<file path="config.mk">
export PLATFORM = sky130hd
export DESIGN_NAME = hdlc_rx_irq_gen
export DESIGN_NICKNAME = d
export VERILOG_FILES = /design/src/rtl/hdlc_rx_irq_pkg.sv /design/src/rtl/hdlc_rx_irq_fc_fsm.sv /design/src/rtl/hdlc_rx_irq_th_fsm.sv /design/src/rtl/hdlc_rx_irq_flag.sv /design/src/rtl/hdlc_rx_irq_gen.sv
export SDC_FILE = /design/constraint.sdc
export NUM_CORES = 1
export LEC_CHECK = 0
export ABC_AREA = 1
export BUFFER_PORTS_ARGS = -buffer_cell sky130_fd_sc_hd__buf_2
export CORE_AREA = 2 2 39 41
export DETAILED_ROUTE_END_ITERATION = 16
export DIE_AREA = 0 0 41 43
export PLACE_DENSITY = 0.57
export SLEW_MARGIN = 25
export SYNTH_ARGS = -nofsm -noshare
export SYNTH_HDL_FRONTEND = slang
export SYNTH_HIERARCHICAL = 1
export SYNTH_SLANG_ARGS = --single-unit
</file>
<file path="constraint.sdc">
create_clock -name clk -period 1.02 [get_ports clk]
set_input_delay 0 -clock clk [delete_from_list [all_inputs] [get_ports clk]]
set_output_delay 0 -clock clk [all_outputs]
set_load 0.03 [all_outputs]
</file>
<file path="src/rtl/hdlc_rx_irq_pkg.sv">
package hdlc_rx_irq_pkg;

    typedef enum logic {
        MODE_FIRST  = 1'b0,
        MODE_THRESH = 1'b1
    } rx_irq_mode_e;

    typedef enum logic {
        FC_ARMED = 1'b0,
        FC_SPENT = 1'b1
    } fc_state_e;

    typedef enum logic [1:0] {
        TH_BELOW = 2'd0,
        TH_ABOVE = 2'd1,
        TH_REARM = 2'd2
    } th_state_e;

    typedef enum logic {
        FL_IDLE    = 1'b0,
        FL_PENDING = 1'b1
    } flag_state_e;

endpackage

</file>
<file path="src/rtl/hdlc_rx_irq_fc_fsm.sv">
// One-shot first-character detector.
module hdlc_rx_irq_fc_fsm
    import hdlc_rx_irq_pkg::*;
(
    input  logic clk,
    input  logic rst_n,
    input  logic sw_reset,
    input  logic mode_first,
    input  logic byte_rx,
    input  logic rearm_wr,
    output logic set_fc
);

    fc_state_e cur_q, nxt;

    // state register
    always_ff @(posedge clk or negedge rst_n) begin
        if (!rst_n) begin
            cur_q <= FC_ARMED;
        end else begin
            cur_q <= nxt;
        end
    end

    // transitions: fire, re-arm
    always_comb begin
        nxt = cur_q;
        if (sw_reset) begin
            nxt = FC_ARMED;
        end else begin
            unique case (cur_q)
                FC_ARMED: begin
                    if (byte_rx && mode_first && !rearm_wr) begin
                        nxt = FC_SPENT;
                    end
                end
                FC_SPENT: begin
                    if (rearm_wr) begin
                        nxt = FC_ARMED;
                    end
                end
                default: nxt = FC_ARMED;
            endcase
        end
    end

    // outputs
    always_comb begin
        set_fc = 1'b0;
        unique case (cur_q)
            FC_ARMED: set_fc = byte_rx && mode_first && !sw_reset;
            FC_SPENT: set_fc = 1'b0;
            default:  set_fc = 1'b0;
        endcase
    end

endmodule

</file>
<file path="src/rtl/hdlc_rx_irq_th_fsm.sv">
// Threshold crossing detector with retry after acknowledge.
module hdlc_rx_irq_th_fsm
    import hdlc_rx_irq_pkg::*;
#(
    parameter int CNT_W = 4,
    parameter int TH_W  = 3
) (
    input  logic             clk,
    input  logic             rst_n,
    input  logic             sw_reset,
    input  logic             mode_thresh,
    input  logic [CNT_W-1:0] q_count,
    input  logic [TH_W-1:0]  thresh,
    input  logic             irq_clr,
    output logic             set_th
);

    th_state_e cur_q, nxt;
    logic      over;

    assign over = q_count > CNT_W'(thresh);

    // state register
    always_ff @(posedge clk or negedge rst_n) begin
        if (!rst_n) begin
            cur_q <= TH_BELOW;
        end else begin
            cur_q <= nxt;
        end
    end

    // transitions: cross, fall, retry, refire
    always_comb begin
        nxt = cur_q;
        if (sw_reset) begin
            nxt = TH_BELOW;
        end else begin
            unique case (cur_q)
                TH_BELOW: if (over) nxt = TH_ABOVE;
                TH_ABOVE: begin
                    if (!over) begin
                        nxt = TH_BELOW;
                    end else if (irq_clr) begin
                        nxt = TH_REARM;
                    end
                end
                TH_REARM: nxt = over ? TH_ABOVE : TH_BELOW;
                default:  nxt = TH_BELOW;
            endcase
        end
    end

    // outputs
    always_comb begin
        set_th = 1'b0;
        if (!sw_reset && mode_thresh) begin
            unique case (cur_q)
                TH_BELOW: set_th = over;
                TH_ABOVE: set_th = 1'b0;
                TH_REARM: set_th = over;
                default:  set_th = 1'b0;
            endcase
        end
    end

endmodule

</file>
<file path="src/rtl/hdlc_rx_irq_flag.sv">
// Sticky flag; set wins over acknowledge, software reset wins over both.
module hdlc_rx_irq_flag
    import hdlc_rx_irq_pkg::*;
(
    input  logic clk,
    input  logic rst_n,
    input  logic sw_reset,
    input  logic set_req,
    input  logic irq_clr,
    output logic irq
);

    flag_state_e cur_q, nxt;

    // state register
    always_ff @(posedge clk or negedge rst_n) begin
        if (!rst_n) begin
            cur_q <= FL_IDLE;
        end else begin
            cur_q <= nxt;
        end
    end

    // transitions: set, ack
    always_comb begin
        nxt = cur_q;
        if (sw_reset) begin
            nxt = FL_IDLE;
        end else begin
            unique case (cur_q)
                FL_IDLE:    if (set_req) nxt = FL_PENDING;
                FL_PENDING: if (irq_clr && !set_req) nxt = FL_IDLE;
                default:    nxt = FL_IDLE;
            endcase
        end
    end

    // outputs
    always_comb begin
        unique case (cur_q)
            FL_IDLE:    irq = 1'b0;
            FL_PENDING: irq = 1'b1;
            default:    irq = 1'b0;
        endcase
    end

endmodule

</file>
<file path="src/rtl/hdlc_rx_irq_gen.sv">
module hdlc_rx_irq_gen
    import hdlc_rx_irq_pkg::*;
#(
    parameter int CNT_W = 4,
    parameter int TH_W  = 3
) (
    input  logic             clk,
    input  logic             rst_n,
    input  logic             sw_reset,
    input  logic             mode_sel,
    input  logic [TH_W-1:0]  thresh,
    input  logic             byte_rx,
    input  logic [CNT_W-1:0] q_count,
    input  logic             rearm_wr,
    input  logic             irq_clr,
    output logic             irq
);

    logic mode_first;
    logic mode_thresh;
    logic set_fc;
    logic set_th;

    assign mode_first  = (rx_irq_mode_e'(mode_sel) == MODE_FIRST);
    assign mode_thresh = (rx_irq_mode_e'(mode_sel) == MODE_THRESH);

    hdlc_rx_irq_fc_fsm u_fc (
        .clk        (clk),
        .rst_n      (rst_n),
        .sw_reset   (sw_reset),
        .mode_first (mode_first),
        .byte_rx    (byte_rx),
        .rearm_wr   (rearm_wr),
        .set_fc     (set_fc)
    );

    hdlc_rx_irq_th_fsm #(
        .CNT_W (CNT_W),
        .TH_W  (TH_W)
    ) u_th (
        .clk         (clk),
        .rst_n       (rst_n),
        .sw_reset    (sw_reset),
        .mode_thresh (mode_thresh),
        .q_count     (q_count),
        .thresh      (thresh),
        .irq_clr     (irq_clr),
        .set_th      (set_th)
    );

    hdlc_rx_irq_flag u_flag (
        .clk      (clk),
        .rst_n    (rst_n),
        .sw_reset (sw_reset),
        .set_req  (set_fc | set_th),
        .irq_clr  (irq_clr),
        .irq      (irq)
    );

endmodule

</file>
==> impl_results.md, run 1 <==
* CTS tree: yes
* Final WS setup at 0.0706 ns
* Die Y at 43 microns
* Most frequent cells in the layout: inv_1, buf_2, nand2_1, nor2_1
* Kind of critical path: flop to flop
* Power per cell area at 1070 mW/mm^2
* Mapped cell area at 318 sq um
* #FFs+latches synth at 4
* CP most frequent cell: inv_1
* Slowest CP cell: dfrtp_1
* Die width at 41 microns
* Core ar. at 0.00138 sq mm
* Most common cell after layout, fill and taps aside: inv_1
* Clock power frac at 0.369
* R2R Setup Slk at 0.07 ns
* Dpl ws at -0.156 ns
* Final net count at 88
* Worst-path clk slew at 0.03 ns
* Slowest cell delay on critical path at around 0.37 ns
* Pin count of the biggest net entering global routing at 7
* Share of cells above drive strength 1 at 0.333
* Initial core utilization at 0.230
* Cell row count at 14
* Global-route wire length before repair at 1.00 mm
* Max-slew headroom at 0.897
* Avg Cell Area, Syn at 6.49 sq um
* Vias at between 300 and 400
* YS warnings at 6
* Hold path startpoint: rearm_wr
* # setup viols final at 0
* Area grow syn2layout at 48.0%
* GPL Wtd Cong at between 0.6 and 0.7
* Slew @ Worst Pin at 0.153 ns
* Drt drc at 0
* Final worst path period share at 0.931
* Peak VDD IR at 0.000538 V
* First drt pass iteration count at 4
* Hold worst-path end: u_fc/cur_q$_DFF_PN0_
* Initial antenna violation count at 0
* Status: completed
* Buffers & Inverters on Critical Path at 3
* Depth of the worst hold-timing path at 4
* CP required at between 1 and 1.5 ns
* Switching share of power at 0.267
* Critical path data arrival time at 1.10 ns
* H-tree levels at 1
* Port bufs at 14
* Worst path cell trace: inv_2 > nand4_1 > nor2_1 > inv_1 > nand2_1 > inv_1 > a21oi_2
* Detail Route Antenna Nets at 0
* Hold Crit Class: input port to flop
* Synthesized Nets at 66
* Crit end category: flop
* Comb pwr share at 0.273
* Clk_lat worst skew at 0.23 ns
* DP HPWL at 490 microns
* I/O pin count at 15
* Non-Filler Instances at 85
* ANT cells at 0
* Max-slew violation count at 0
* Count of final hold-check violations at 0
* Switch Pwr at between 100 and 150 uW
* Gate Count Post-Synth at 49
* Post-synthesis cell type count at 10
* CP Max Fanout at 2
* Crit start category: flop
* Iteration-0 DRC count of the detailed router at 3
* Dpl cells at 79
* Gr ovfl total at 0
* Maximum clock frequency at approximately 1.1 GHz
* Crit path max-delay family: flip-flops
* FF-to-FF Start: u_th/cur_q[0]$_DFFE_PN0P_
* FF-to-FF path depth at 7
* Worst reg2reg endpoint: u_flag/cur_q$_DFF_PN0_
* Root Driver: clkbuf_4
* Fin util at 0.340
* WL per Instance at 6.85 microns
* Final WL at 582 microns
* GRT Total Usage at 0.0868
* Internal Power at approximately 370 uW
* Die footprint at around 0.0018 sq mm
* Vias per inst at 3.93
* CTS sink cnt at 4
* Number of global-route vias before repair at 294
* Seq/Total Area, Yosys at 0.315
* Minimum clock period at ~0.95 ns
* Clock skew at between 0.0009 and 0.001 ns
* RSZ-0062 raised after global routing: yes
* Number of CTS-inserted buffers at 3
* Flop pwr share at 0.358
* Leakage at 0.000293 uW
* Maxcap violations at 0
* CTS Buffer Depth at 2
[metal layers]
| metal | up-vias | wire (microns) | track usage |
|---|---|---|---|
| met2 | 1 | 337 | 0.131 |
| met4 | 0 | 0 | 0.0800 |
| li1 | 185 | - | - |
| met3 | 0 | 8 | 0.0314 |
| met1 | 148 | 236 | 0.0850 |
| met5 | - | 0 | 0 |
[worst max path at each step]
| stage | from | endpoint | slack, ns | cells after the start |
|---|---|---|---|---|
| 6_report | u_th/cur_q[0]$_DFFE_PN0P_ | u_flag/cur_q$_DFF_PN0_ | 0.07 | 7 |
| 5_1_grt | thresh[1] | u_flag/cur_q$_DFF_PN0_ | -0.01 | 13 |
| 4_1_cts | u_th/cur_q[0]$_DFFE_PN0P_ | u_flag/cur_q$_DFF_PN0_ | 0.04 | 7 |
| 3_5_place_dp | thresh[1] | u_flag/cur_q$_DFF_PN0_ | -0.16 | 13 |
| 3_3_place_gp | thresh[1] | u_flag/cur_q$_DFF_PN0_ | -0.13 | 13 |
| 2_1_floorplan | thresh[1] | u_flag/cur_q$_DFF_PN0_ | 0.03 | 12 |
[logic make-up after synthesis]
logic type                 count (synthesis)  synth area share
and+or+nand+nor                           25             0.350
AOI/OAI and AO/OA                          1            0.0276
DFF                                        4             0.315
buffers and inverters                     16             0.189
adders and majority gates                  3             0.118
[sequential cells by signal (all words and copies together), names as in the netlist]
register      count
u_flag/cur_q      1
u_th/cur_q        2
u_fc/cur_q        1
[worst register-to-register path: cells and delay by family (launching register included)]
| family | cells | cell delay, ns |
|---|---|---|
| buf+inv | 3 | 0.14 |
| simple gates | 3 | 0.25 |
| flops | 1 | 0.37 |
| compound gates | 1 | 0.11 |
[cell usage after synthesis]
| cell | count | area (sq um) |
|---|---|---|
| nand4_1 | 4 | 25.0 |
| dfrtp_1 | 4 | 100 |
| nor3_1 | 2 | 10.0 |
| inv_1 | 16 | 60.1 |
| a21oi_2 | 1 | 8.76 |
| nand2_1 | 12 | 45.0 |
| nor2_1 | 5 | 18.8 |
| nand2_2 | 1 | 6.26 |
| nor2_2 | 1 | 6.26 |
| ha_1 | 3 | 37.5 |
[timing repair]
| action | 4_1_cts | 5_1_grt |
|---|---|---|
| buffers inserted | 0 | 1 |
| setup endpoints to repair | 0 | 1 |
| hold buffers | 2 | 0 |
| gates resized for setup | 0 | 2 |
| endpoints found under the hold margin | 5 | 0 |
[through the flow]
stage	total power [uW]	setup TNS (ns)	hold WS (ns)	instance area (sq um)
after floorplan	256	0	-0.296	318
after global placement	300	-0.132	-0.195	408
after detailed placement	303	-0.156	-0.193	408
after CTS	503	0	0.000818	450
after global routing	552	-0.0111	0.00923	470
final	501	0	0.00713	470
[area by class of cell]
type | count | area [sq um]
flip-flops and latches | 4 | 100
fillers | 155 | 913
multi-input cells | 29 | 170
clock buffers | 3 | 22.5
well taps | 16 | 20.0
inverters | 16 | 60.1
repair buffers | 17 | 97.6
[power groups by stage]
| stage | sequential, uW | combinational [uW] | clock (uW) |
|---|---|---|---|
| final | 179 | 137 | 185 |
| after global placement | 180 | 120 | 0 |
| after CTS | 178 | 129 | 196 |
| after detailed placement | 180 | 123 | 0 |
| after floorplan | 186 | 70.8 | 0 |
| after global routing | 180 | 159 | 213 |
Note: power is estimated with default switching activity, not from simulation.
==> run 2: changes to the inputs <==
--- a/config.mk
+++ b/config.mk
@@ -5,12 +5,12 @@
 export SDC_FILE = /design/constraint.sdc
 export NUM_CORES = 1
 export LEC_CHECK = 0
-export ABC_AREA = 1
+export ABC_AREA = 0
 export BUFFER_PORTS_ARGS = -buffer_cell sky130_fd_sc_hd__buf_2
 export CORE_AREA = 2 2 39 41
 export DETAILED_ROUTE_END_ITERATION = 16
 export DIE_AREA = 0 0 41 43
-export PLACE_DENSITY = 0.57
+export PLACE_DENSITY = 0.54
 export SLEW_MARGIN = 25
 export SYNTH_ARGS = -nofsm -noshare
 export SYNTH_HDL_FRONTEND = slang
==> run 2 against run 1 <==
Compared with the run above: critical path type is now input port to flop; the flow now finishes with violations (setup timing); final area grew 6.6%; utilization up 2.3 points; via count is 14% lower; highest routed layer unchanged; sequential cell count stayed put; largest power group unchanged.
==> impl_results.md, run 2 <==
* Status: finished, violations left (was completed)
* Failing checks: setup timing
* Leakage at 0.000234 uW (was 0.000293 uW)
* Gr ovfl total at 0 (unchanged)
* CP required at 1.13 ns (was 1.17 ns)
* Clock skew at 0.000222 ns (was 0.000902 ns)
* Max-slew violation count at 0 (unchanged)
* Power per cell area at 1050 mW/mm^2 (was 1070 mW/mm^2)
* Post-DP Area at 443 sq um (was 408 sq um)
* Die Y at 43 microns (unchanged)
* Synth Area in Compound Gates at 0.149 (was 0.0276)
* Synthesized Nets at 47 (was 66)
* Final WL at 597 microns (was 582 microns)
* Crit end category: flop (unchanged)
* Vias per inst at 4.22 (was 3.93)
* Internal Power at 393 uW (was 368 uW)
* Critical path data arrival time at 1.13 ns (was 1.10 ns)
* Root Driver: clkbuf_4 (unchanged)
* Slowest cell delay on critical path at 0.22 ns (was 0.37 ns)
* Fin util at 0.363 (was 0.340)
* Simple-gate area share of the yosys netlist at 0.289 (was 0.350)
* Crit start category: input port (was flop)
* Overall power after layout at 527 uW (was 501 uW)
* Slowest CP cell: or2_4 (was dfrtp_1)
* H-tree levels at 1 (unchanged)
* CTS Buffer Depth at 2 (unchanged)
* Switch Pwr at 134 uW (about the same)
* Dominant cell type by area after synthesis: dfrtp_1 (unchanged)
* Slew @ Worst Pin at 0.308 ns (was 0.153 ns)
* #FFs+latches synth at 4 (unchanged)
* Vias at 287 (was 334)
* ANT cells at 0 (unchanged)
* Most frequent cells after synthesis: inv_1, dfrtp_1, ha_1 (was inv_1, nand2_1, nor2_1)
* RSZ-0062 raised after global routing: yes (unchanged)
* Maxcap violations at 0 (unchanged)
* First drt pass iteration count at 2 (was 4)
* Worst path cell trace: buf_4 > inv_6 > ha_4 > or2_4 > a21oi_2 > nor4_2 > or2_1 > inv_1 > a21oi_2 (was inv_2 > nand4_1 > nor2_1 > inv_1 > nand2_1 > inv_1 > a21oi_2)
* YS warnings at 6 (unchanged)
* Finished Cell Area at 502 sq um (was 470 sq um)
* Maximum clock frequency at 0.978 GHz (was 1.05 GHz)
* Cell row count at 14 (unchanged)
* CP Max Fanout at 2 (unchanged)
* Post-synth top flop: dfrtp_1 (unchanged)
* Final net count at 71 (was 88)
* Initial core utilization at 0.206 (was 0.230)
* Biggest regs: u_th/cur_q x2, u_fc/cur_q x1, u_flag/cur_q x1 (unchanged)
* Die width at 41 microns (unchanged)
* Fill cells at 157 (was 155)
* Hold Crit Class: input port to flop (unchanged)
* Main combinational cell family by area after synthesis: simple AND/OR/NAND/NOR gates (unchanged)
* Final worst path period share at 1.00 (was 0.931)
* Most frequent cell after synthesis: inv_1 (unchanged)
* Clock power frac at 0.357 (was 0.369)
* Peak VDD IR at 0.000362 V (was 0.000538 V)
* Biggest register: u_th/cur_q (unchanged)
* Clk_lat worst skew at 0.23 ns (about the same)
* Count of final hold-check violations at 0 (unchanged)
* Area grow syn2layout at 75.9% (was 48.0%)
* GRT Total Usage at 0.0813 (was 0.0868)
* Post-synthesis cell type count at 16 (was 10)
* Minimum clock period at 1.02 ns (was 0.949 ns)
* Drt drc at 0 (unchanged)
* Flop pwr share at 0.330 (was 0.358)
* Seq. cell area at 100 sq um (unchanged)
* Post-Synth Adder-Cell Area at 0.132 (was 0.118)
* Synth top area share at 0.351 (was 0.315)
* CTS tree: yes (unchanged)
* Die footprint at 0.00176 sq mm (unchanged)
* I/O pin count at 15 (unchanged)
* Mapped cell area at 285 sq um (was 318 sq um)
* Setup Buffers After CTS at 0 (unchanged)
* Seq/Total Area, Yosys at 0.351 (was 0.315)
* Most frequent cells in the layout: buf_2, inv_1, buf_4, dfrtp_1, clkbuf_4 (was inv_1, buf_2, nand2_1, nor2_1)
* Most common cell after layout, fill and taps aside: buf_2 (was inv_1)
* Xor/xnor share of the synthesized area at 0 (unchanged)
* CTS sink cnt at 4 (unchanged)
* Comb pwr share at 0.313 (was 0.273)
* Number of global-route vias before repair at 262 (was 294)
* Iteration-0 DRC count of the detailed router at 7 (was 3)
* Number of CTS-inserted buffers at 3 (unchanged)
* # setup viols final at 1 (was 0)
* Synth area leaders: dfrtp_1, ha_1, inv_1, nor3_2, a21oi_2 (was dfrtp_1, inv_1, nand2_1, ha_1, nand4_1)
* Detail Route Antenna Nets at 0 (unchanged)
* Switching share of power at 0.255 (was 0.267)
* Number of flip-flops in the largest register at 2 (unchanged)
* Kind of critical path: input port to flop (was flop to flop)
* Worst-path clk slew at 0.04 ns (was 0.03 ns)
* EDFF count, synth at 0 (unchanged)
* Final WS setup at -0.00257 ns (was 0.0706 ns)
* Core ar. at 0.00138 sq mm (unchanged)
* CP most frequent cell: a21oi_2 (was inv_1)
* Global-route wire length before repair at 952 microns (was 1.00 mm)
* DP HPWL at 508 microns (was 490 microns)
* GPL Wtd Cong at 0.599 (was 0.654)
* Avg Cell Area, Syn at 9.51 sq um (was 6.49 sq um)
* Post-synthesis mux area share at 0 (unchanged)
* WL per Instance at 8.78 microns (was 6.85 microns)
* Synth async-reset ratio at 1.00 (unchanged)
* Max-slew headroom at 0.794 (was 0.897)
* Multi-input logic area at 216 sq um (was 170 sq um)
* Gate Count Post-Synth at 30 (was 49)
* Port bufs at 14 (unchanged)
* Initial antenna violation count at 0 (unchanged)
* Share of cells above drive strength 1 at 0.615 (was 0.333)
* Pin count of the biggest net entering global routing at 7 (unchanged)
run 2: area by class of cell:
| type | count | area share |
|---|---|---|
| clock buffers | 3 | 0.0449 |
| inverters | 6 | 0.0549 |
| multi-input cells | 20 | 0.431 |
| flip-flops and latches | 4 | 0.200 |
| well taps | 16 | 0.0399 |
| repair buffers | 19 | 0.229 |
run 2: final timing paths:
| kind | startpoint | end | slack (ns) | cells after the start |
|---|---|---|---|---|
| setup reg to reg | u_th/cur_q[0]$_DFFE_PN0P_ | u_flag/cur_q$_DFF_PN0_ | 0.05 | 5 |
| setup / recovery | thresh[2] | u_flag/cur_q$_DFF_PN0_ | -0.003 | 9 |
| min in group asynchronous | rst_n | u_th/cur_q[1]$_DFFE_PN0P_ | 0.11 | 2 |
| hold / removal | sw_reset | u_flag/cur_q$_DFF_PN0_ | 0.03 | 2 |
| hold reg to reg | u_th/cur_q[1]$_DFFE_PN0P_ | u_th/cur_q[1]$_DFFE_PN0P_ | 0.51 | 2 |
| max in group asynchronous | rst_n | u_fc/cur_q$_DFF_PN0_ | 0.79 | 2 |
run 2: kinds of logic (layout without fill, tap and decap cells):
logic type                 after synthesis  after routing
AOI/OAI and AO/OA                        5              5
adders and majority gates                3              3
buffers and inverters                    6             28
and+or+nand+nor                         12             12
DFF                                      4              4
run 2: repair_timing:
item / CTS / global route
gates resized for setup: 2 / 1
gates cloned: 0 / 0
setup endpoints to repair: 1 / 1
endpoints found under the hold margin: 5 / 0
pin swaps: 0 / 0
hold buffers: 2 / 0
run 2: power by group through the flow:
stage                     Combinational, uW  Clock, uW  Sequential (uW)
after floorplan                        77.2          0              182
after global routing                    182        213              175
after global placement                  150          0              176
after CTS                               164        203              174
after detailed placement                151          0              176
final                                   165        188              174
run 2: worst max-delay path: cells and delay by family:
family / cells / cell delay (ns)
and+or+nand+nor: 3 / 0.49
buffers and inverters: 3 / 0.23
AOI/OAI and AO/OA: 2 / 0.22
adders and majority gates: 1 / 0.18
run 2: layer usage:
layer	GRT usage	vias to the layer above	share of wire
li1	-	152	-
met1	0.0997	121	0.46
met2	0.109	14	0.44
met3	0.0314	0	0.10
met4	0.0600	0	0
met5	0	-	0
run 2: stage by stage:
stage	setup TNS, ns	instances	worst slack [ns]	hold WS, ns
floorplan	-0.0653	30	-0.0653	-0.296
global placement	-0.272	63	-0.237	-0.188
detailed placement	-0.317	63	-0.248	-0.185
CTS	-0.00280	68	-0.00280	0.00960
global route	-0.0704	68	-0.0704	0.0251
finish	-0.00257	68	-0.00257	0.0285
